**config.mk**
```make
export PLATFORM = sky130hd
export DESIGN_NAME = fp_addsub
export DESIGN_NICKNAME = d
export VERILOG_FILES = /design/src/rtl/fp_addsub_pkg.sv /design/src/rtl/fp_align.sv /design/src/rtl/fp_sig_addsub.sv /design/src/rtl/fp_norm_pack.sv /design/src/rtl/fp_addsub.sv
export SDC_FILE = /design/constraint.sdc
export NUM_CORES = 1
export LEC_CHECK = 0
export CAP_MARGIN = 0
export CORE_UTILIZATION = 43
export CTS_BUF_LIST = sky130_fd_sc_hd__clkbuf_4 sky130_fd_sc_hd__clkbuf_8
export DETAILED_ROUTE_END_ITERATION = 10
export GPL_ROUTABILITY_DRIVEN = 0
export PLACE_DENSITY = 0.64
export SLEW_MARGIN = 20
export SYNTH_ARGS = -nofsm -noshare
export SYNTH_HDL_FRONTEND = slang
export SYNTH_HIERARCHICAL = 1
export SYNTH_SLANG_ARGS = --single-unit
export TNS_END_PERCENT = 100
```
**constraint.sdc**
```tcl
create_clock -name clk -period 2.5 [get_ports clk]
set_input_delay 0.625 -clock clk [delete_from_list [all_inputs] [get_ports clk]]
set_output_delay 0.625 -clock clk [all_outputs]
set_load 0.05 [all_outputs]
```
**src/rtl/fp_addsub_pkg.sv**
```systemverilog
package fp_addsub_pkg;
  typedef enum logic {
    OP_ADD = 1'b0,
    OP_SUB = 1'b1
  } fp_op_e;

  // low-order bits kept below the significand during alignment
  localparam int unsigned GRS_BITS = 3;
endpackage

```
**src/rtl/fp_align.sv**
```systemverilog
module fp_align
  import fp_addsub_pkg::*;
#(
  parameter int unsigned EXP_W  = 8,
  parameter int unsigned FRAC_W = 23,
  localparam int unsigned WORD_W = 1 + EXP_W + FRAC_W,
  localparam int unsigned SIG_W  = FRAC_W + 1,
  localparam int unsigned WRK_W  = SIG_W + GRS_BITS
) (
  input  logic [WORD_W-1:0] a,
  input  logic [WORD_W-1:0] b,
  input  logic              op,
  output logic [WRK_W-1:0]  big_sig,
  output logic [WRK_W-1:0]  small_sig,
  output logic [EXP_W-1:0]  big_exp,
  output logic              res_sign,
  output logic              eff_sub
);
  logic               sign_a, sign_b;
  logic               swap;
  logic [EXP_W-1:0]   exp_a, exp_b, exp_small, gap;
  logic [SIG_W-1:0]   sig_a, sig_b, sig_big, sig_small;
  logic [WRK_W-1:0]   ext_small, shifted, lost_mask;
  logic               far_shift, sticky;

  always_comb begin
    sign_a = a[WORD_W-1];
    sign_b = b[WORD_W-1] ^ (op == OP_SUB);   // negate b for subtract
    exp_a  = a[WORD_W-2 -: EXP_W];
    exp_b  = b[WORD_W-2 -: EXP_W];
    // zero exponent field means zero significand (denormals flushed)
    sig_a  = {(exp_a != '0), a[FRAC_W-1:0]} & {SIG_W{(exp_a != '0)}};
    sig_b  = {(exp_b != '0), b[FRAC_W-1:0]} & {SIG_W{(exp_b != '0)}};

    swap      = (b[WORD_W-2:0] > a[WORD_W-2:0]);
    big_exp   = swap ? exp_b : exp_a;
    exp_small = swap ? exp_a : exp_b;
    sig_big   = swap ? sig_b : sig_a;
    sig_small = swap ? sig_a : sig_b;
    res_sign  = swap ? sign_b : sign_a;
    eff_sub   = sign_a ^ sign_b;

    gap       = big_exp - exp_small;
    ext_small = {sig_small, {GRS_BITS{1'b0}}};
    far_shift = (gap >= EXP_W'(WRK_W));
    lost_mask = far_shift ? {WRK_W{1'b1}} : ~({WRK_W{1'b1}} << gap);
    sticky    = |(ext_small & lost_mask);
    shifted   = far_shift ? '0 : (ext_small >> gap);

    big_sig   = {sig_big, {GRS_BITS{1'b0}}};
    small_sig = {shifted[WRK_W-1:1], shifted[0] | sticky};
  end
endmodule

```
**src/rtl/fp_sig_addsub.sv**
```systemverilog
module fp_sig_addsub #(
  parameter int unsigned WRK_W = 27,
  localparam int unsigned SUM_W = WRK_W + 1
) (
  input  logic [WRK_W-1:0] big_sig,
  input  logic [WRK_W-1:0] small_sig,
  input  logic             eff_sub,
  output logic [SUM_W-1:0] sum
);
  always_comb begin
    if (eff_sub) sum = {1'b0, big_sig} - {1'b0, small_sig};
    else         sum = {1'b0, big_sig} + {1'b0, small_sig};
  end
endmodule

```
**src/rtl/fp_norm_pack.sv**
```systemverilog
module fp_norm_pack #(
  parameter int unsigned EXP_W  = 8,
  parameter int unsigned FRAC_W = 23,
  parameter int unsigned SUM_W  = 28,
  localparam int unsigned WORD_W = 1 + EXP_W + FRAC_W,
  localparam int unsigned LZ_W   = $clog2(SUM_W + 1),
  localparam int unsigned XE_W   = EXP_W + 2,
  localparam int unsigned EMAX   = (1 << EXP_W) - 2
) (
  input  logic [SUM_W-1:0]  sum,
  input  logic [EXP_W-1:0]  big_exp,
  input  logic              res_sign,
  output logic [WORD_W-1:0] word,
  output logic              ovf,
  output logic              unf
);
  logic [LZ_W-1:0]        lz;
  logic [SUM_W-1:0]       norm;
  logic signed [XE_W-1:0] exp_n;
  logic                   is_zero;

  always_comb begin
    lz = LZ_W'(SUM_W);
    for (int i = 0; i < SUM_W; i++) begin
      if (sum[i]) lz = LZ_W'(SUM_W - 1 - i);
    end
    is_zero = (sum == '0);
    norm    = sum << lz;
    exp_n   = $signed({2'b00, big_exp}) + XE_W'(1)
              - $signed({{(XE_W-LZ_W){1'b0}}, lz});
    ovf  = !is_zero && (exp_n > $signed(XE_W'(EMAX)));
    unf  = !is_zero && (exp_n < $signed(XE_W'(1)));
    if (is_zero || unf)  word = '0;
    else if (ovf)        word = {res_sign, EXP_W'(EMAX), {FRAC_W{1'b1}}};
    else                 word = {res_sign, exp_n[EXP_W-1:0],
                                 norm[SUM_W-2 -: FRAC_W]};
  end
endmodule

```
**src/rtl/fp_addsub.sv**
```systemverilog
module fp_addsub
  import fp_addsub_pkg::*;
#(
  parameter int unsigned EXP_W       = 8,
  parameter int unsigned FRAC_W      = 23,
  parameter int unsigned SYNC_STAGES = 2,
  localparam int unsigned WORD_W = 1 + EXP_W + FRAC_W,
  localparam int unsigned WRK_W  = FRAC_W + 1 + GRS_BITS,
  localparam int unsigned SUM_W  = WRK_W + 1
) (
  input  logic              clk,
  input  logic              rst_n,
  input  logic              in_valid,
  input  logic              op,
  input  logic [WORD_W-1:0] a,
  input  logic [WORD_W-1:0] b,
  output logic              out_valid,
  output logic [WORD_W-1:0] result,
  output logic              overflow,
  output logic              underflow
);
  // reset: asserted asynchronously, released through a flop chain
  logic [SYNC_STAGES-1:0] rst_chain;
  logic                   rst_q_n;

  generate
    for (genvar s = 0; s < SYNC_STAGES; s++) begin : g_rst_sync
      always_ff @(posedge clk or negedge rst_n) begin
        if (!rst_n) rst_chain[s] <= 1'b0;
        else        rst_chain[s] <= (s == 0) ? 1'b1 : rst_chain[(s == 0) ? 0 : s - 1];
      end
    end
  endgenerate
  assign rst_q_n = rst_chain[SYNC_STAGES-1];

  logic [WRK_W-1:0]  big_sig, small_sig;
  logic [EXP_W-1:0]  big_exp;
  logic              res_sign, eff_sub;
  logic [SUM_W-1:0]  sum;
  logic [WORD_W-1:0] word_d;
  logic              ovf_d, unf_d;

  fp_align #(.EXP_W(EXP_W), .FRAC_W(FRAC_W)) i_align (
    .a(a), .b(b), .op(op),
    .big_sig(big_sig), .small_sig(small_sig), .big_exp(big_exp),
    .res_sign(res_sign), .eff_sub(eff_sub)
  );

  fp_sig_addsub #(.WRK_W(WRK_W)) i_sig (
    .big_sig(big_sig), .small_sig(small_sig), .eff_sub(eff_sub), .sum(sum)
  );

  fp_norm_pack #(.EXP_W(EXP_W), .FRAC_W(FRAC_W), .SUM_W(SUM_W)) i_pack (
    .sum(sum), .big_exp(big_exp), .res_sign(res_sign),
    .word(word_d), .ovf(ovf_d), .unf(unf_d)
  );

  // next-state
  logic [WORD_W-1:0] result_nx;
  logic              ovf_nx, unf_nx, valid_nx;

  always_comb begin
    valid_nx  = in_valid;
    result_nx = result;
    ovf_nx    = overflow;
    unf_nx    = underflow;
    if (in_valid) begin
      result_nx = word_d;
      ovf_nx    = ovf_d;
      unf_nx    = unf_d;
    end
  end

  // registers
  always_ff @(posedge clk or negedge rst_q_n) begin
    if (!rst_q_n) begin
      out_valid <= 1'b0;
      result    <= '0;
      overflow  <= 1'b0;
      underflow <= 1'b0;
    end else begin
      out_valid <= valid_nx;
      result    <= result_nx;
      overflow  <= ovf_nx;
      underflow <= unf_nx;
    end
  end

  assert_valid_follow_R2: assert property (@(posedge clk) disable iff (!rst_q_n)
    in_valid |=> out_valid);
  assert_valid_drop_R2: assert property (@(posedge clk) disable iff (!rst_q_n)
    !in_valid |=> !out_valid);
  assert_hold_result_R2: assert property (@(posedge clk) disable iff (!rst_q_n)
    !in_valid |=> ($stable(result) && $stable(overflow) && $stable(underflow)));
  assert_flags_exclusive_R9: assert property (@(posedge clk) disable iff (!rst_q_n)
    !(overflow && underflow));
  assert_overflow_saturates_R7: assert property (@(posedge clk) disable iff (!rst_q_n)
    overflow |-> (result[WORD_W-2:0] == {EXP_W'((1 << EXP_W) - 2), {FRAC_W{1'b1}}}));
  assert_underflow_zero_R8: assert property (@(posedge clk) disable iff (!rst_q_n)
    underflow |-> (result == '0));
  assert_clean_zero_R5: assert property (@(posedge clk) disable iff (!rst_q_n)
    (result[WORD_W-2 -: EXP_W] == '0) |-> (result == '0));
endmodule

```
---- Word-level counts from Yosys, hierarchy flattened ----
Index checks and enable logic that the tools add are counted.
cells by class
  add/sub/neg operators ................... 5
  multipliers ............................. 0
  divide/modulo/power cells ............... 0
  magnitude comparators ................... 4
  eq/ne operators ......................... 0
  shifts and indexed selects .............. 3
  mux-type cells .......................... 38
  bitwise logic cells ..................... 7
  reductions and logical operators ........ 8
operators with widths
  kind                                                                               number
  5-bit two-way mux                                                                  16
  27-bit two-way mux                                                                 2
  24-bit bitwise AND                                                                 2
  24-bit two-way mux                                                                 2
  32-bit two-way mux                                                                 1
  4-bit two-way mux                                                                  8
  31-bit greater-than comparator                                                     1
  31-bit two-way mux                                                                 1
  27-bit by 27-bit adder with 28-bit output                                          1
  28-bit logical NOT                                                                 1
  28-bit two-way mux                                                                 1
  28-bit by 5-bit left shift with 27-bit output                                      1
  27-bit by 27-bit subtractor with 28-bit output                                     1
  27-bit bitwise AND                                                                 1
  27-bit NOT                                                                         1
  27-bit OR reduction                                                                1
  27-bit by 8-bit left shift with 27-bit output (first input constant)               1
  27-bit by 8-bit >> shifter with 27-bit output                                      1
  8-bit two-way mux                                                                  2
  8-bit nonzero test                                                                 2
  3-bit two-way mux                                                                  4
  10-bit by 9-bit greater-than comparator with 1-bit output (second input constant)  1
  10-bit by 2-bit < comparator with 1-bit output (second input constant)             1
  10-bit by 6-bit subtractor with 10-bit output                                      1
  9 further kinds                                                                    11
storage, ports and cells
  register bits after elaboration ......... 37
  bits in latches ......................... 0
  RAM bits ................................ 0
  bits in read-only memories .............. 0
  input bits .............................. 68
  word-level logic and storage cells ...... 71
  memories ................................ 0

---- Depth between registers and ports, before layout ----
  word-level depth ........................ 44
  mapped depth ............................ 62
  gate-level depth less buffers ........... 53

---- By module ----
The synthesis kept the hierarchy.
modules (own cells, without submodules)
  module         times used  cells an instance  area an instance (um^2)  seq. area each (um^2)
  fp_align       1           668                4388.0                   0.0
  fp_norm_pack   1           360                2463.6                   0.0
  fp_sig_addsub  1           300                2052.0                   0.0
  fp_addsub      1           76                 1496.4                   925.9

---- Worst setup path after synthesis ----
OpenSTA, ideal clock, no wires.
  path kind ............................... input port to flip-flop
  from .................................... input port a[26]
  to ...................................... register result[17]
  library setup time ...................... 66 ps
  arrival time ............................ 12189 ps
  data required time ...................... 2434 ps
  path slack .............................. -9755 ps
  stages on the path ...................... 55
  path buffers ............................ 10
  cells stage by stage .................... inv_1 -> ha_1 -> buf_6 -> a21oi_4 -> o21ai_2 -> a2111oi_4 -> nand4_4 -> nand2_4 -> buf_4 -> buf_4 -> clkbuf_1 -> clkbuf_1 -> a21oi_1 -> ha_1 -> and3_1 -> a311oi_1 -> mux2i_1 -> nor4_1 -> [19 not listed] -> nand3_1 -> inv_2 -> clkbuf_1 -> ha_1 -> inv_1 -> ha_1 -> fa_1 -> a211oi_2 -> nor2_1 -> or4b_1 -> or4_1 -> a21o_1 -> nand2b_4 -> clkinv_4 -> buf_8 -> nor3_2 -> a311oi_2 -> mux2_4
on the way
  elaborated cells between the ends (all ways) .. 60
  those cells by class .................... add/sub: 5; order compare: 4; shift: 3; mux: 37; bitwise: 4; reduce/logical: 7
RTL lines
  item                                                                                                                           RTL line                                  source
  start, declared                                                                                                                fp_addsub.sv:15                           input logic [WORD_W-1:0] a,
  31-bit greater-than comparator or 8-bit nonzero test (tied branches)                                                           fp_align.sv:35, fp_align.sv:32
  8-bit two-way mux, or another cell as far along                                                                                fp_align.sv:36                            big_exp = swap ? exp_b : exp_a;
  8-bit subtractor or 24-bit two-way mux (tied branches)                                                                         fp_align.sv:43, fp_align.sv:39
  27-bit by 8-bit >> shifter with 27-bit output or 8-bit by 5-bit greater-or-equal comparator with 1-bit output (tied branches)  fp_align.sv:48, fp_align.sv:45
  27-bit two-way mux (*)                                                                                                         fp_align.sv:48                            shifted = far_shift ? '0 : (ext_small >> gap);
  named net small_sig[4]                                                                                                         fp_addsub.sv:36                           logic [WRK_W-1:0] big_sig, small_sig;
  27-bit by 27-bit adder with 28-bit output or 27-bit by 27-bit subtractor with 28-bit output (tied branches)                    fp_sig_addsub.sv:12, fp_sig_addsub.sv:11
  28-bit two-way mux (*)                                                                                                         fp_sig_addsub.sv:11                       if (eff_sub) sum = {1'b0, big_sig} - {1'b0, small_sig};
  named net sum[16]                                                                                                              fp_addsub.sv:39                           logic [SUM_W-1:0] sum;
  5-bit two-way mux (12 in a row)                                                                                                fp_norm_pack.sv:25                        if (sum[i]) lz = LZ_W'(SUM_W - 1 - i);
  10-bit by 6-bit subtractor with 10-bit output                                                                                  fp_norm_pack.sv:30                        - $signed({{(XE_W-LZ_W){1'b0}}, lz});
  10-bit by 9-bit greater-than comparator with 1-bit output                                                                      fp_norm_pack.sv:31                        ovf = !is_zero && (exp_n > $signed(XE_W'(EMAX)));
  1-bit logical AND (*)                                                                                                          fp_norm_pack.sv:31
  named net ovf_d                                                                                                                fp_addsub.sv:41                           logic ovf_d, unf_d;
  31-bit two-way mux (*)                                                                                                         fp_norm_pack.sv:34                        else if (ovf) word = {res_sign, EXP_W'(EMAX), {FRAC_W{1'b1}}};
  32-bit two-way mux (*)                                                                                                         fp_norm_pack.sv:33                        if (is_zero || unf) word = '0;
  named net word_d[17]                                                                                                           fp_addsub.sv:40                           logic [WORD_W-1:0] word_d;
  end signal, assigned                                                                                                           fp_addsub.sv:83                           result <= result_nx;
  end, declared                                                                                                                  fp_addsub.sv:18                           output logic [WORD_W-1:0] result,
The timed path passes the listed nets; every way through them passes the cells marked *.
A chain may end at the register's enable or synchronous reset.

---- Worst setup path after layout ----
  from .................................... input port b[15]
  to ...................................... register result[21]
on the way
  elaborated cells between the ends (all ways) .. 59
  those cells by class .................... add/sub: 5; order compare: 4; shift: 3; mux: 37; bitwise: 4; reduce/logical: 6
RTL lines
  item                                                       RTL line                        source
  start, declared                                            fp_addsub.sv:16                 input logic [WORD_W-1:0] b,
  31-bit greater-than comparator                             fp_align.sv:35                  swap = (b[WORD_W-2:0] > a[WORD_W-2:0]);
  8-bit two-way mux, on equally long branches                fp_align.sv:36, fp_align.sv:37
  8-bit subtractor                                           fp_align.sv:43                  gap = big_exp - exp_small;
  27-bit by 8-bit left shift with 27-bit output              fp_align.sv:46                  lost_mask = far_shift ? {WRK_W{1'b1}} : ~({WRK_W{1'b1}} << gap);
  27-bit NOT                                                 fp_align.sv:46
  27-bit two-way mux                                         fp_align.sv:46
  27-bit bitwise AND                                         fp_align.sv:47                  sticky = |(ext_small & lost_mask);
  27-bit OR reduction                                        fp_align.sv:47
  [1 not listed]                                             -
  named net small_sig[0]                                     fp_addsub.sv:36
  [2 not listed]                                             -
  named net sum[19]                                          fp_addsub.sv:39
  5-bit two-way mux (9 in a row)                             fp_norm_pack.sv:25
  10-bit by 6-bit subtractor with 10-bit output              fp_norm_pack.sv:30
  10-bit by 9-bit greater-than comparator with 1-bit output  fp_norm_pack.sv:31
  1-bit logical AND (*)                                      fp_norm_pack.sv:31
  named net ovf_d                                            fp_addsub.sv:41
  31-bit two-way mux (*)                                     fp_norm_pack.sv:34
  32-bit two-way mux (*)                                     fp_norm_pack.sv:33
  named net word_d[21]                                       fp_addsub.sv:40
Marks and branches as above.

==> flow_summary.yaml <==
cells_and_area:
  fin_util: 0.760
  layoutNonFillerInstCount: 2350
  seqCellArea_um2: 926
  areaGrowthSynthToFinish_pct: 72.5
  final_area_mm2: 0.0179
  final_nets: 2171
  drive_gt1_frac: 0.510
  fill_cells: 1593
  multiInputGateArea_mm2: 0.0105
cts:
  numCtsBuffers: 5
  cts_tree: "built"
  cts_root_buf: "clkbuf_8"
  htree_levels: 2
  clk_pin_slew_ns: 0.07
  cts.hold.buffers_added: 0
  clock_sinks: 37
  clock_latency_ns: 0.30
  cts_buffer_depth: 2
timing:
  period_needed_ns: 10.79
  fmax_ghz: 0.0926
  layout_setup_ws_ns: -8.29
  hold_viol_final: 0
  fin_tns_setup_ns: -274.83
  finalMaxSlewViolations: 0
  tightest_slew_ns: 0.722
  rsz0062_at_grt: "true"
  timing.final.setup_violations: 34
  period_share: 4.32
  slew_headroom: 0.505
  final.setup_skew_ns: 0.00952
route:
  ant_nets: 0
  drcViolationCount: 0
  drtIter0Drc: 1375
  first_pass_iters: 5
  vias: 14181
  via_per_inst: 6.03
  wl_per_cell_um: 20.2
  drt-total-wl_um: 47400
floorplan:
  die_area_mm2: 0.0248
  die_x_um: 158
  initial_core_util: 0.440
  floorplan.rows: 56
  core_area_mm2: 0.0236
  die_height_um: 158
  ioPinCount: 103
place:
  hpwl_um: 33900
  postPlaceCellArea_mm2: 0.0157
  pre_cts_slack_ns: -9.40
  io_buffers: 102
  place_inst: 2250
power_and_ir_drop:
  powerDensity_mw_per_mm2: 1060
  power_leakage_nw: 8.05
  ir_drop_v: 0.000918
yosys:
  synth_largest_area_cell: "dfrtp_1"
  synthTopCellsByArea: "dfrtp_1 8.9%, ha_1 8.8%, mux2i_1 8.1%"
  yosys_warnings: 6
  ys_async_sr_fraction: 1.00
  syn_area_mm2: 0.0104
  synthFlopType: "dfrtp_1"
  yosys.area.top_type_share: 0.0890
  netlist_instances: 1404
  synth_edf_count: 0
  yosysSeqAreaShare: 0.0890
  ys_ff_latch: 37
  syn_avg_cell_area_um2: 7.41
  synthDistinctLibCells: 109
  synthTopCellsByCount: "145 x nand2_1, 131 x nor2_1, 108 x a21oi_1"
  yosys.cell_count.top_type: "nand2_1"
critical_path:
  critPathCaptureType: "flip-flop"
  cp_slowest_cell: "or4_4"
  setup.worst_path.start: "b[15]"
  worstReg2RegStart: "result[5]"
  critical_path.max_fanout: 7
  worst_ep_required_time_ns: 2.68
  start_kind: "input pin"
  crit_type: "input pin to flip-flop"
  rrSetupSlack_ns: 1.67
  arrival_ns: 10.97
  crit_top_cell: "buf_4"
  max_stage_delay_ns: 0.54
global_route:
  grt_pass1_wl_um: 71800
  grt_antenna_before_repair: 2
  grt_max_degree: 36
  grt_overflow_total: 0
  grt_pass1_vias: 13981
  grt_use_total: 0.362
status:
  status: "complete, but fails checks"
  violations: "negative setup slack"
hold_path:
  holdCritPathClass: "flip-flop to async pin"
run:
  drv_cap: 0
-- path summary, 6_finish.rpt --
path                                end  depth (start not counted)
min reg2reg                  result[25]                          1
max                          result[21]                         55
min                          result[25]                          1
max reg2reg                   result[5]                          1
max in group asynchronous  rst_chain[0]                          1
min in group clk                rst_q_n                          0
-- power breakdown --
part | internal (mW) | switching (mW) | total [mW]
logic | 8.20 | 9.12 | 17.3
registers | 0.891 | 0.186 | 1.08
clock network | 0.298 | 0.230 | 0.528
total | 9.39 | 9.54 | 18.9
-- kinds of logic (layout without fill, tap and decap cells) --
logic type                 count (synthesis)  count (layout)  share of synthesized area
and+or+nand+nor                          500             500                      0.237
xor gates and xnor gates                  56              56                     0.0472
muxes                                    152             152                      0.188
adders and majority gates                 75              75                     0.0917
AOI/OAI and AO/OA                        415             415                      0.271
DFF                                       37              37                     0.0890
buffers and inverters                    167             790                     0.0748
other                                      2               6                   0.000722
-- routing by layer --
| metal | global-route usage | wire, µm | vias up |
|---|---|---|---|
| met5 | 0 | 0 | - |
| met3 | 0.0600 | 3810 | 204 |
| met4 | 0.185 | 2730 | 0 |
| met2 | 0.629 | 22600 | 738 |
| met1 | 0.427 | 18200 | 6754 |
| li1 | - | - | 6485 |
-- through the flow --
step / hold slack (ns) / total power, mW
2_1_floorplan: 0.329 / 9.68
3_3_place_gp: 0.282 / 14.9
3_5_place_dp: 0.281 / 15.2
4_1_cts: 0.283 / 17.1
5_1_grt: 0.347 / 19.9
6_report: 0.273 / 18.9
-- registers in the layout (all words and copies together), names as in the netlist --
signal     cells
rst_q_n        1
result        32
out_valid      1
underflow      1
overflow       1
rst_chain      1
-- layout make-up --
class | count | share of cell area
Sequential cell | 37 | 0.0516
Antenna cell | 2 | 0.000279
Clock inverter | 3 | 0.00258
Inverter | 77 | 0.0181
Multi-Input combinational cell | 1202 | 0.584
Tap cell | 319 | 0.0223
Clock buffer | 5 | 0.00384
Timing Repair Buffer | 705 | 0.318
-- cells in the final DEF, fill, tap and decap left out, types with 24 or more instances in the layout --
cell type        count
a21oi_1             72
a21oi_2             29
buf_4              564
buf_6               45
clkdlybuf4s50_1     39
dfrtp_1             37
ha_1                35
ha_4                34
inv_1               43
inv_2               24
mux2_4              34
mux2i_1             77
nand2_1            132
nand3_1             39
nor2_1             110
nor3_1              33
o21ai_0             62
xnor2_1             40
-- repair_timing --
action / 4_1_cts / 5_1_grt
pin swaps: 138 / 38
cloned: 2 / 0
buffers inserted: 72 / 25
gates resized for setup: 447 / 112
setup endpoints to repair: 34 / 34
-- worst max-delay path, delay by kind of cell --
| kind | cells | cell delay [ns] |
|---|---|---|
| multiplexers | 2 | 0.36 |
| buffers and inverters | 15 | 1.93 |
| AND/OR/NAND/NOR | 12 | 2.28 |
| AO/OA/AOI/OAI | 18 | 3.73 |
| XOR/XNOR | 2 | 0.27 |
| adder cells (fa/ha/maj) | 6 | 1.69 |
No activity file was read; power rests on OpenSTA's default activity.
